<file path="src/rtl/spim_pkg.sv">
package spim_pkg;
  typedef enum logic [2:0] {
    ST_IDLE,
    ST_SETUP,
    ST_LOW,
    ST_HIGH,
    ST_GAP
  } spim_state_e;
endpackage

</file>
<file path="src/rtl/spim_fifo.sv">
module spim_fifo #(
  parameter int DW    = 8,
  parameter int DEPTH = 4
) (
  input  logic          clk_i,
  input  logic          rst_ni,
  input  logic          push_i,
  input  logic [DW-1:0] data_i,
  input  logic          pop_i,
  output logic [DW-1:0] data_o,
  output logic          full_o,
  output logic          empty_o
);
  localparam int AW = (DEPTH > 1) ? $clog2(DEPTH) : 1;

  logic [DW-1:0] mem_q [DEPTH];
  logic [AW:0]   wr_q, rd_q;
  logic          do_wr, do_rd;

  assign full_o  = (wr_q[AW] != rd_q[AW]) && (wr_q[AW-1:0] == rd_q[AW-1:0]);
  assign empty_o = (wr_q == rd_q);
  assign do_wr   = push_i && !full_o;
  assign do_rd   = pop_i && !empty_o;
  assign data_o  = mem_q[rd_q[AW-1:0]];

  always_ff @(posedge clk_i) begin
    if (do_wr) mem_q[wr_q[AW-1:0]] <= data_i;
  end

  always_ff @(posedge clk_i or negedge rst_ni) begin
    if (!rst_ni) begin
      wr_q <= '0;
      rd_q <= '0;
    end else begin
      if (do_wr) wr_q <= wr_q + 1'b1;
      if (do_rd) rd_q <= rd_q + 1'b1;
    end
  end
endmodule

</file>
<file path="src/rtl/spim_halfcnt.sv">
module spim_halfcnt #(
  parameter int HALF = 2
) (
  input  logic clk_i,
  input  logic rst_ni,
  input  logic restart_i,
  output logic done_o
);
  localparam int CW = (HALF > 1) ? $clog2(HALF) : 1;

  logic [CW-1:0] cnt_q;

  assign done_o = (cnt_q == CW'(HALF - 1));

  // saturates at done so a stalled phase can act later
  always_ff @(posedge clk_i or negedge rst_ni) begin
    if (!rst_ni)        cnt_q <= '0;
    else if (restart_i) cnt_q <= '0;
    else if (!done_o)   cnt_q <= cnt_q + 1'b1;
  end
endmodule

</file>
<file path="src/rtl/spim_csdec.sv">
module spim_csdec #(
  parameter int NUM_CS = 4,
  parameter int CS_W   = 2
) (
  input  logic              sel_i,
  input  logic [CS_W-1:0]   idx_i,
  output logic [NUM_CS-1:0] cs_n_o
);
  for (genvar g = 0; g < NUM_CS; g++) begin : g_cs
    assign cs_n_o[g] = !(sel_i && (idx_i == CS_W'(g)));
  end
endmodule

</file>
<file path="src/rtl/spim_engine.sv">
module spim_engine
  import spim_pkg::*;
#(
  parameter int DATA_W = 8,
  parameter int CS_W   = 2,
  parameter int LEN_W  = 3
) (
  input  logic              clk_i,
  input  logic              rst_ni,
  input  logic [CS_W-1:0]   cmd_cs_i,
  input  logic              cmd_cont_i,
  input  logic [LEN_W-1:0]  cmd_len_i,
  input  logic              term_pend_i,
  input  logic              half_done_i,
  input  logic              tx_empty_i,
  input  logic [DATA_W-1:0] tx_data_i,
  output logic              tx_pop_o,
  input  logic              rx_full_i,
  output logic              rx_push_o,
  output logic [DATA_W-1:0] rx_data_o,
  input  logic              miso_i,
  output logic              sck_o,
  output logic              mosi_o,
  output logic              sel_o,
  output logic [CS_W-1:0]   sel_idx_o,
  output logic              restart_o,
  output logic              release_o
);
  spim_state_e       state_q, state_d;
  logic [DATA_W-1:0] tx_sh_q, rx_sh_q;
  logic [LEN_W-1:0]  bit_q;
  logic [CS_W-1:0]   cs_q;
  logic              last, keep_sel, park;
  logic              load, shift_in, step;

  assign last     = (bit_q == '0);
  assign keep_sel = cmd_cont_i && !term_pend_i;
  // withhold the final rising edge: burst parked, or no room for the frame
  assign park     = last && ((keep_sel && tx_empty_i) || rx_full_i);

  always_comb begin
    state_d   = state_q;
    tx_pop_o  = 1'b0;
    rx_push_o = 1'b0;
    restart_o = 1'b0;
    release_o = 1'b0;
    load      = 1'b0;
    shift_in  = 1'b0;
    step      = 1'b0;
    unique case (state_q)
      ST_IDLE: if (!tx_empty_i) begin
        tx_pop_o  = 1'b1;
        load      = 1'b1;
        restart_o = 1'b1;
        state_d   = ST_SETUP;
      end
      ST_SETUP: if (half_done_i) begin
        restart_o = 1'b1;
        state_d   = ST_LOW;
      end
      ST_LOW: if (half_done_i && !park) begin
        restart_o = 1'b1;
        shift_in  = 1'b1;
        rx_push_o = last;
        state_d   = ST_HIGH;
      end
      ST_HIGH: if (half_done_i) begin
        restart_o = 1'b1;
        if (!last) begin
          step    = 1'b1;
          state_d = ST_LOW;
        end else if (keep_sel && !tx_empty_i) begin
          tx_pop_o = 1'b1;
          load     = 1'b1;
          state_d  = ST_LOW;
        end else begin
          release_o = 1'b1;
          state_d   = ST_GAP;
        end
      end
      ST_GAP: if (half_done_i) state_d = ST_IDLE;
      default: state_d = ST_IDLE;
    endcase
  end

  always_ff @(posedge clk_i or negedge rst_ni) begin
    if (!rst_ni) begin
      state_q <= ST_IDLE;
      tx_sh_q <= '0;
      rx_sh_q <= '0;
      bit_q   <= '0;
      cs_q    <= '0;
    end else begin
      state_q <= state_d;
      if (load) begin
        tx_sh_q <= tx_data_i;
        rx_sh_q <= '0;
        bit_q   <= cmd_len_i;
      end
      if (load && (state_q == ST_IDLE)) cs_q <= cmd_cs_i;
      if (shift_in) rx_sh_q <= {rx_sh_q[DATA_W-2:0], miso_i};
      if (step)     bit_q   <= bit_q - 1'b1;
    end
  end

  assign rx_data_o = {rx_sh_q[DATA_W-2:0], miso_i};
  assign sck_o     = (state_q != ST_LOW);
  assign mosi_o    = tx_sh_q[bit_q];
  assign sel_o     = (state_q == ST_SETUP) || (state_q == ST_LOW) || (state_q == ST_HIGH);
  assign sel_idx_o = cs_q;
endmodule

</file>
<file path="src/rtl/spim_top.sv">
module spim_top #(
  parameter int DATA_W     = 8,
  parameter int FIFO_DEPTH = 4,
  parameter int NUM_CS     = 4,
  parameter int SCK_DIV    = 4
) (
  input  logic                       clk_i,
  input  logic                       rst_ni,
  input  logic                       cmd_valid_i,
  input  logic [$clog2(NUM_CS)-1:0]  cmd_cs_i,
  input  logic                       cmd_cont_i,
  input  logic                       cmd_contc_i,
  input  logic [$clog2(DATA_W)-1:0]  cmd_len_i,
  input  logic                       tx_push_i,
  input  logic [DATA_W-1:0]          tx_data_i,
  output logic                       tx_full_o,
  output logic                       tx_empty_o,
  input  logic                       rx_pop_i,
  output logic [DATA_W-1:0]          rx_data_o,
  output logic                       rx_full_o,
  output logic                       rx_empty_o,
  output logic                       sck_o,
  output logic                       mosi_o,
  input  logic                       miso_i,
  output logic [NUM_CS-1:0]          cs_n_o,
  output logic                       busy_o
);
  localparam int CS_W  = $clog2(NUM_CS);
  localparam int LEN_W = $clog2(DATA_W);
  localparam int HALF  = SCK_DIV / 2;

  logic [CS_W-1:0]   cmd_cs_q;
  logic              cmd_cont_q;
  logic [LEN_W-1:0]  cmd_len_q;
  logic              term_q;
  logic              tx_pop, rx_push, half_done, restart, release_sel;
  logic [DATA_W-1:0] tx_word, rx_word;
  logic [CS_W-1:0]   sel_idx;

  always_ff @(posedge clk_i or negedge rst_ni) begin
    if (!rst_ni) begin
      cmd_cs_q   <= '0;
      cmd_cont_q <= 1'b0;
      cmd_len_q  <= LEN_W'(DATA_W - 1);
    end else if (cmd_valid_i) begin
      cmd_cs_q   <= cmd_cs_i;
      cmd_cont_q <= cmd_cont_i;
      cmd_len_q  <= cmd_len_i;
    end
  end

  // a non-continuing command seen while selected ends the sequence
  always_ff @(posedge clk_i or negedge rst_ni) begin
    if (!rst_ni)          term_q <= 1'b0;
    else if (release_sel) term_q <= 1'b0;
    else if (cmd_valid_i && busy_o && !(cmd_cont_i && cmd_contc_i)) term_q <= 1'b1;
  end

  spim_fifo #(.DW(DATA_W), .DEPTH(FIFO_DEPTH)) u_txf (
    .clk_i, .rst_ni,
    .push_i (tx_push_i),
    .data_i (tx_data_i),
    .pop_i  (tx_pop),
    .data_o (tx_word),
    .full_o (tx_full_o),
    .empty_o(tx_empty_o)
  );

  spim_fifo #(.DW(DATA_W), .DEPTH(FIFO_DEPTH)) u_rxf (
    .clk_i, .rst_ni,
    .push_i (rx_push),
    .data_i (rx_word),
    .pop_i  (rx_pop_i),
    .data_o (rx_data_o),
    .full_o (rx_full_o),
    .empty_o(rx_empty_o)
  );

  spim_halfcnt #(.HALF(HALF)) u_half (
    .clk_i, .rst_ni,
    .restart_i(restart),
    .done_o   (half_done)
  );

  spim_engine #(.DATA_W(DATA_W), .CS_W(CS_W), .LEN_W(LEN_W)) u_eng (
    .clk_i, .rst_ni,
    .cmd_cs_i   (cmd_cs_q),
    .cmd_cont_i (cmd_cont_q),
    .cmd_len_i  (cmd_len_q),
    .term_pend_i(term_q),
    .half_done_i(half_done),
    .tx_empty_i (tx_empty_o),
    .tx_data_i  (tx_word),
    .tx_pop_o   (tx_pop),
    .rx_full_i  (rx_full_o),
    .rx_push_o  (rx_push),
    .rx_data_o  (rx_word),
    .miso_i     (miso_i),
    .sck_o      (sck_o),
    .mosi_o     (mosi_o),
    .sel_o      (busy_o),
    .sel_idx_o  (sel_idx),
    .restart_o  (restart),
    .release_o  (release_sel)
  );

  spim_csdec #(.NUM_CS(NUM_CS), .CS_W(CS_W)) u_dec (
    .sel_i (busy_o),
    .idx_i (sel_idx),
    .cs_n_o(cs_n_o)
  );
endmodule

</file>
<file path="config.mk">
export PLATFORM = sky130hd
export DESIGN_NAME = spim_top
export DESIGN_NICKNAME = d
export VERILOG_FILES = /design/src/rtl/spim_pkg.sv /design/src/rtl/spim_fifo.sv /design/src/rtl/spim_halfcnt.sv /design/src/rtl/spim_csdec.sv /design/src/rtl/spim_engine.sv /design/src/rtl/spim_top.sv
export SDC_FILE = /design/constraint.sdc
export NUM_CORES = 1
export LEC_CHECK = 0
export ABC_CLOCK_PERIOD_IN_PS = 3300
export BUFFER_PORTS_ARGS = -buffer_cell sky130_fd_sc_hd__buf_4
export CAP_MARGIN = 10
export CORE_MARGIN = 10
export CORE_UTILIZATION = 41
export CTS_CLUSTER_DIAMETER = 50
export DETAILED_ROUTE_END_ITERATION = 10
export HOLD_SLACK_MARGIN = 0.05
export PLACE_DENSITY = 0.62
export SLEW_MARGIN = 5
export SYNTH_ARGS = -nofsm -noshare
export SYNTH_HDL_FRONTEND = slang
export SYNTH_HIERARCHICAL = 1
export SYNTH_SLANG_ARGS = --single-unit
</file>
<file path="constraint.sdc">
create_clock -name clk_i -period 3.3 [get_ports clk_i]
set_input_delay 0.99 -clock clk_i [delete_from_list [all_inputs] [get_ports clk_i]]
set_output_delay 0.99 -clock clk_i [all_outputs]
set_load 0.05 [all_outputs]
</file>
* Word-level counts from Yosys, hierarchy flattened
Memory sizes are Yosys's and may differ from the RTL's. A register that Yosys moved wholly into a read port is not among the register bits.
Cells that the tools add are included.
** Storage, ports and cells
- Register bits after elaboration :: 35
- Bits in writable memories :: 64
- Input port bits :: 21
- Output and inout port bits :: 19
- Logic and storage cells :: 123
- Memories kept :: 2
** Operators by class
- Add/subtract/negate cells :: 6
- Magnitude comparators :: 1
- Equal/unequal tests :: 19
- Muxes and demuxes :: 40
- Reductions and logical operators :: 42
** Memories
- u_rxf.mem_q :: depth 4, bits a word 8, rd ports 1, clocked after memory_dff 0, wr ports 1, RTL line spim_fifo.sv:16 : logic [DW-1:0] mem_q [DEPTH];
- u_txf.mem_q :: depth 4, bits a word 8, rd ports 1, clocked after memory_dff 1, wr ports 1, RTL line spim_fifo.sv:16
** Operators by type and width (count)
- 2-to-1 mux 3 bit :: 9
- 2-to-1 mux 1 bit :: 25
- logical AND 1 bit :: 19
- one-hot mux 3 bit (5 select lines) :: 1
- 2-to-1 mux 7 bit :: 2
- adder 3 x 1 -> 3 bit, second input constant :: 4
- logical NOT 1 bit :: 12
- inequality test 2 bit, second input constant :: 4
- equality test 3 x 2 -> 1 bit, second input constant :: 2
- equality test 3 bit :: 2
- logical NOT 3 bit :: 2
- nonzero test 2 bit :: 3
- AND reduction 5 bit :: 1
- equality test 2 bit :: 2
- equality test 2 bit, second input constant :: 2
- < comparator 3 x 4 -> 1 bit, second input constant :: 1
- binary-select mux 1 bit (select 3 bit) :: 1
- equality test 3 x 1 -> 1 bit, second input constant :: 1
- equality test 3 bit, second input constant :: 1
- logical OR 1 bit :: 3
- inequality test 3 x 2 -> 1 bit, second input constant :: 1
- one-hot mux 1 bit (3 select lines) :: 1
- subtractor 3 x 1 -> 3 bit, second input constant :: 1
- equality test 2 x 1 -> 1 bit, second input constant :: 1
- other kinds (6) :: 7

* Longest topological paths before layout
- Depth after elaboration :: 12
- Depth in mapped cells :: 10
- Mapped depth without buffers :: 8

* Hierarchy
The synthesis kept the hierarchy.
** By module, submodules not included
- spim_fifo :: instances 2, cells each 90, area each 1629.1 µm², seq. area each 1111.1 µm²
- spim_engine :: instances 1, cells each 128, area each 1285.0 µm², seq. area each 575.6 µm²
- spim_top :: instances 1, cells each 17, area each 294.0 µm², seq. area each 178.9 µm²
- spim_csdec :: instances 1, cells each 4, area each 28.8 µm², seq. area each 0.0 µm²
- spim_halfcnt :: instances 1, cells each 2, area each 28.8 µm², seq. area each 25.0 µm²

* Least setup slack after synthesis
Ideal clock, no wire load.
- Path kind :: register to register
- From :: register u_txf.rd_q[0]
- To :: register u_txf.rd_q[1]
- Arrival time :: 3390 ps
- Setup slack :: -184 ps
- Stages on the path, launching flop included :: 11
- Buffers on the path :: 2
- Clock period less this slack :: 3484 ps
- Cell sequence :: dfrtp_1 > buf_6 > xor2_2 > nor3_1 > nor3b_1 > a31oi_4 > inv_2 > buf_6 > nand2b_1 > o31ai_1 > a211oi_1
** Between the ends
- Cells in the longest elaborated chain, start to end :: 8
- Elaborated cells on any way between the ends :: 10
** RTL lines
- from (decl) :: RTL line spim_fifo.sv:17 : logic [AW:0] wr_q, rd_q;
- from (signal assigned) :: RTL line spim_fifo.sv:36 : if (do_rd) rd_q <= rd_q + 1'b1;
- equality test 3 bit (*) :: RTL line spim_fifo.sv:21 : assign empty_o = (wr_q == rd_q);
- via tx_empty_o :: RTL line spim_top.sv:17 : output logic tx_empty_o,
- logical NOT 1 bit
- logical AND 1 bit :: RTL line spim_engine.sv:72 : end else if (keep_sel && !tx_empty_i) begin
- 2-to-1 mux 1 bit :: RTL line spim_engine.sv:72
- 2-to-1 mux 1 bit :: RTL line spim_engine.sv:69 : if (!last) begin
- 2-to-1 mux 1 bit :: RTL line spim_engine.sv:67 : ST_HIGH: if (half_done_i) begin
- one-hot mux 1 bit (2 select lines) (*) :: RTL line spim_engine.sv:50 : unique case (state_q)
- via tx_pop :: RTL line spim_top.sv:36 : logic tx_pop, rx_push, half_done, restart, release_sel;
- logical AND 1 bit (*) :: RTL line spim_fifo.sv:23 : assign do_rd = pop_i && !empty_o;
Mark *: on every way through the listed nets, which the timed path passes. The rest lies on a longest branch.
A chain may end at the register's enable or synchronous reset.

* Worst setup path in the final report
- From :: register u_eng.state_q[0]
- To :: output cs_n_o[0]
** Between the ends
- Cells in the longest elaborated chain, start to end :: 5
- Elaborated cells on any way between the ends :: 7
** RTL lines
- from (decl) :: RTL line spim_engine.sv:29 : spim_state_e state_q, state_d;
- from (signal assigned) :: RTL line spim_engine.sv:94 : state_q <= state_d;
- equality test 3 x 1 -> 1 bit or equality test 3 x 2 -> 1 bit (tied branches) :: RTL line spim_engine.sv:109 : assign sel_o = (state_q == ST_SETUP) || (state_q == ST_LOW) || (state_q == ST_HIGH);
- logical OR 1 bit :: RTL line spim_engine.sv:109
- logical OR 1 bit (*) :: RTL line spim_engine.sv:109
- logical AND 1 bit (*) :: RTL line spim_csdec.sv:10 : assign cs_n_o[g] = !(sel_i && (idx_i == CS_W'(g)));
- logical NOT 1 bit (*) :: RTL line spim_csdec.sv:10
- to (decl) :: RTL line spim_top.sv:25 : output logic [NUM_CS-1:0] cs_n_o,
Every way passes the cells marked *; elsewhere a longest branch is shown, timed or not.

==> impl_summary.txt <==
----------------------------------------------------
[Synth]
  Multiplexer fraction of the synthesized cell area ... 0.112
  Number of unique standard cell types used by synthesis ... 46
  XOR/XNOR Fraction of Synth Area ... 0.0383
  Combinational family with the most area after synthesis ... multiplexers
  Area share of fa/ha/maj cells after synthesis ... 0.0307
  Fraction of the mapped netlist area in compound gates ... 0.0754
  Count of flip-flops with a built-in enable after synthesis ... 64
  Sequential cell area fraction in the yosys report ... 0.613
  Share of the synthesized area in the top cell type ... 0.393
  Mapped cell area ... 4890 um^2
  Share of synthesized cell area in and, or, nand and nor gates ... 0.0923
  Syn Nets ... 364
  Count of state elements after synthesis ... 107
  Number of warnings printed during yosys synthesis ... 6
  Async set-or-reset flop fraction in the synthesized netlist ... 0.402
  Synth top area cells ... sky130_fd_sc_hd__edfxtp_1, sky130_fd_sc_hd__dfrtp_1, sky130_fd_sc_hd__mux4_2
  Main synth FF type ... sky130_fd_sc_hd__edfxtp_1
  Cell taking the most area after synthesis ... sky130_fd_sc_hd__edfxtp_1
  Number of instances in the synthesized netlist ... 331
  Synth Area per Inst ... 14.8 um^2

[Global routing]
  Pin count of the biggest net entering global routing ... 44
  Total overflow reported by the global router ... 0
  Number of global-route vias before repair ... 2876
  Antenna violations before repair ... 0
  Aggregate global-route resource usage ... 0.113
  First-pass GRT wire length ... 14.7 mm

[Setup path]
  Most frequent CP cell ... sky130_fd_sc_hd__nor2_1
  Critical setup path kind ... flip-flop to output port
  Kind of cell with the highest combined delay on the critical path ... simple AND/OR/NAND/NOR gates
  Startpoint kind of the worst setup timing path ... flip-flop
  Maximum fanout along the worst path ... 10
  Worst path buffer plus inverter count ... 1
  Cells along the critical path ... nor2_1 > nor2_1 > or3b_1 > buf_4
  CP max-delay cell ... sky130_fd_sc_hd__dfrtp_1
  Critical path capture point type ... output port
  Max stage delay on crit path ... 0.56 ns
  Data arrival at the endpoint of the critical path ... 1.88 ns
  Worst path required time ... 2.31 ns

[Die]
  Core box area ... 11600 um^2
  Initial core utilization ... 0.423
  I/O pin count ... 40
  Die H ... 129 um
  Count of standard-cell rows ... 39
  Die W ... 129 um
  Die Outline Area ... 16700 um^2

[Placed design]
  Post-DP HPWL ... 6.25 mm
  Port Buffer Count ... 39
  Routability congestion estimate ... 0.810
  Worst-case setup slack after placement ... 0.771 ns

[Layout]
  Multi-input combinational cell area ... 1710 um^2
  Growth of design area from synthesis to finish ... 14.9%
  Storage element area ... 3000 um^2
  NumNets Final ... 408
  Fraction of final layout cells sized beyond drive strength 1 ... 0.289
  FILL cells ... 976
  Final Core Density ... 0.486
  Diodes inserted ... 0

[STA]
  Setup skew after layout ... 0.0101 ns
  Final critical-path required period ... 2.87 ns
  Setup violation total in the final timing report ... 0
  Final setup TNS ... 0 ns
  Maximum operating frequency ... 348 MHz
  Setup repair after global routing missed its margin ... false
  Final Hold Slack ... 0.469 ns
  Transition time at the pin with the least slew margin ... 0.714 ns
  Share of the cycle needed by the critical path after routing ... 0.871
  Slew Limit Headroom ... 0.522
  Count of pins over their slew limit ... 0
  Setup ws final ... 0.426 ns
  Hold violation total from the final report ... 0

[Power and ir drop]
  Power density normalized to cell area ... 1000 nW/um^2
  Leakage Power ... 2.21 nW
  Worst ir drop on vdd ... 0.000553 V

[Drt]
  Number of antenna-violating nets in the routed design ... 0
  Remaining routing DRC violations ... 0
  Detailed-route wire length per cell ... 16.9 um
  First-pass DRT Iterations ... 4
  Via count ... 2695
  Detailed Route WL ... 8.85 mm
  Initial DRC Count ... 234
  Vias/cell ... 5.15

[Clock tree]
  Clock-pin slew on the worst setup and hold paths ... 0.08 ns
  TritonCTS clock tree ... done
  Cell at the root of the clock tree ... sky130_fd_sc_hd__clkbuf_16
  Setup Fix Bufs, Post-CTS ... 0
  Level count of the clock H-tree ... 3
  Max Root-Sink Buffers ... 2
  Clock latency on the worst-skew pair ... 0.34 ns
  CTS Sinks ... 107
  Count of cells resized by post-cts repair ... 0
  Total clock buffers created by CTS ... 9
  Hold Buf Count CTS ... 0

[Flow run]
  Number of violations of the max-capacitance limit ... 0

[Hold path]
  HP Class ... flip-flop to flip-flop

[Status]
  Status ... completed

----------------------------------------------------
## stage by stage
step	total power, mW	instance area [um^2]	cells
final	5.62	5620	523
after global routing	6.00	5620	523
after CTS	5.69	5620	523
after detailed placement	4.59	5310	507
after global placement	4.54	5310	507
after floorplan	3.98	4900	331
## state kept, by name, summed over array words and instances (netlist names), 7 cells and up
name,count
u_eng/tx_sh_q,8
u_txf/mem_q,32
u_rxf/mem_q,32
u_eng/rx_sh_q,7
## cell families (layout without fill, tap and decap cells)
family | count (synthesis) | count (layout)
flops | 107 | 107
simple gates | 85 | 85
compound gates | 48 | 48
buf+inv | 32 | 81
mux | 29 | 29
xor+xnor | 18 | 18
fa+ha+maj | 12 | 12
## cell usage after synthesis, types with 2 or more instances
cell type / instances
sky130_fd_sc_hd__xor2_1: 4
sky130_fd_sc_hd__nor3_1: 5
sky130_fd_sc_hd__dfrtp_1: 40
sky130_fd_sc_hd__and3_1: 8
sky130_fd_sc_hd__nand3_1: 12
sky130_fd_sc_hd__a31oi_2: 2
sky130_fd_sc_hd__o31ai_1: 14
sky130_fd_sc_hd__edfxtp_1: 64
sky130_fd_sc_hd__buf_4: 4
sky130_fd_sc_hd__a211oi_1: 5
sky130_fd_sc_hd__buf_6: 6
sky130_fd_sc_hd__mux4_2: 18
sky130_fd_sc_hd__mux2_4: 6
sky130_fd_sc_hd__dfstp_2: 3
sky130_fd_sc_hd__nor2_1: 5
sky130_fd_sc_hd__xnor2_1: 10
sky130_fd_sc_hd__a21oi_1: 14
sky130_fd_sc_hd__nand3b_1: 4
sky130_fd_sc_hd__ha_1: 12
sky130_fd_sc_hd__a21boi_0: 2
sky130_fd_sc_hd__o21ai_0: 3
sky130_fd_sc_hd__mux2i_1: 2
sky130_fd_sc_hd__nand2b_1: 5
sky130_fd_sc_hd__inv_1: 17
sky130_fd_sc_hd__mux2_2: 3
sky130_fd_sc_hd__nand2_1: 37
sky130_fd_sc_hd__xor2_2: 4
sky130_fd_sc_hd__buf_2: 4
## routing by layer
layer,track usage,vias to the layer above,part of all wire
met5,0,-,0
met4,0.0381,0,0.0090
met3,0.0359,5,0.042
met2,0.184,38,0.49
met1,0.139,1329,0.46
li1,-,1323,-
## tightest hold or removal path: stages, from the launching register on
cell	delay (ns)
sky130_fd_sc_hd__dfrtp_1	0.34
sky130_fd_sc_hd__nand2_1	0.05
sky130_fd_sc_hd__nand2_1	0.05
## cell type report
type / count / share of cell area
Timing Repair Buffer: 47 / 0.0628
Sequential cell: 107 / 0.534
Inverter: 18 / 0.0120
Clock buffer: 9 / 0.0401
Tap cell: 143 / 0.0318
Multi-Input combinational cell: 192 / 0.305
Clock inverter: 7 / 0.0147
## worst paths after layout
| check | depth (start not counted) | startpoint | endpoint | slack [ns] |
|---|---|---|---|---|
| worst max-delay path | 4 | u_eng/state_q[0] | cs_n_o[0] | 0.43 |
| max in group asynchronous | 1 | rst_ni | u_eng/tx_sh_q[1] | 2.25 |
| worst min register to register | 2 | u_eng/tx_sh_q[7] | u_eng/tx_sh_q[7] | 0.47 |
| worst max register to register | 5 | u_txf/wr_q[1] | u_rxf/mem_q[0][0] | 0.80 |
| worst min-delay path | 2 | u_eng/tx_sh_q[7] | u_eng/tx_sh_q[7] | 0.47 |
| min in group asynchronous | 1 | rst_ni | u_eng/sel_idx_o[0] | 0.65 |
## layout by cell type (no fill, tap or decap), types with 2 or more instances in the layout
cell                         instances
sky130_fd_sc_hd__edfxtp_1           64
sky130_fd_sc_hd__buf_4              47
sky130_fd_sc_hd__dfrtp_1            40
sky130_fd_sc_hd__nand2_1            37
sky130_fd_sc_hd__mux4_2             18
sky130_fd_sc_hd__inv_1              17
sky130_fd_sc_hd__a21oi_1            14
sky130_fd_sc_hd__o31ai_1            14
sky130_fd_sc_hd__nand3_1            12
sky130_fd_sc_hd__ha_1               12
sky130_fd_sc_hd__xnor2_1            10
sky130_fd_sc_hd__clkbuf_16           9
sky130_fd_sc_hd__and3_1              8
sky130_fd_sc_hd__mux2_4              6
sky130_fd_sc_hd__nor2_1              5
sky130_fd_sc_hd__nand2b_1            5
sky130_fd_sc_hd__a211oi_1            5
sky130_fd_sc_hd__nand3b_1            4
sky130_fd_sc_hd__nor3_1              4
sky130_fd_sc_hd__xor2_2              4
sky130_fd_sc_hd__xor2_1              4
sky130_fd_sc_hd__inv_6               3
sky130_fd_sc_hd__dfstp_2             3
sky130_fd_sc_hd__mux2_2              3
sky130_fd_sc_hd__o21ai_0             3
sky130_fd_sc_hd__clkinvlp_4          2
sky130_fd_sc_hd__mux2i_1             2
sky130_fd_sc_hd__a31oi_2             2
sky130_fd_sc_hd__a21boi_0            2
## power by group
part	total [mW]	internal (mW)	switching (mW)	leakage (nW)
clock network	1.10	0.602	0.495	0.145
registers	2.10	1.79	0.305	1.11
logic	2.43	0.935	1.49	0.945
No activity file was read; power rests on OpenSTA's default activity.
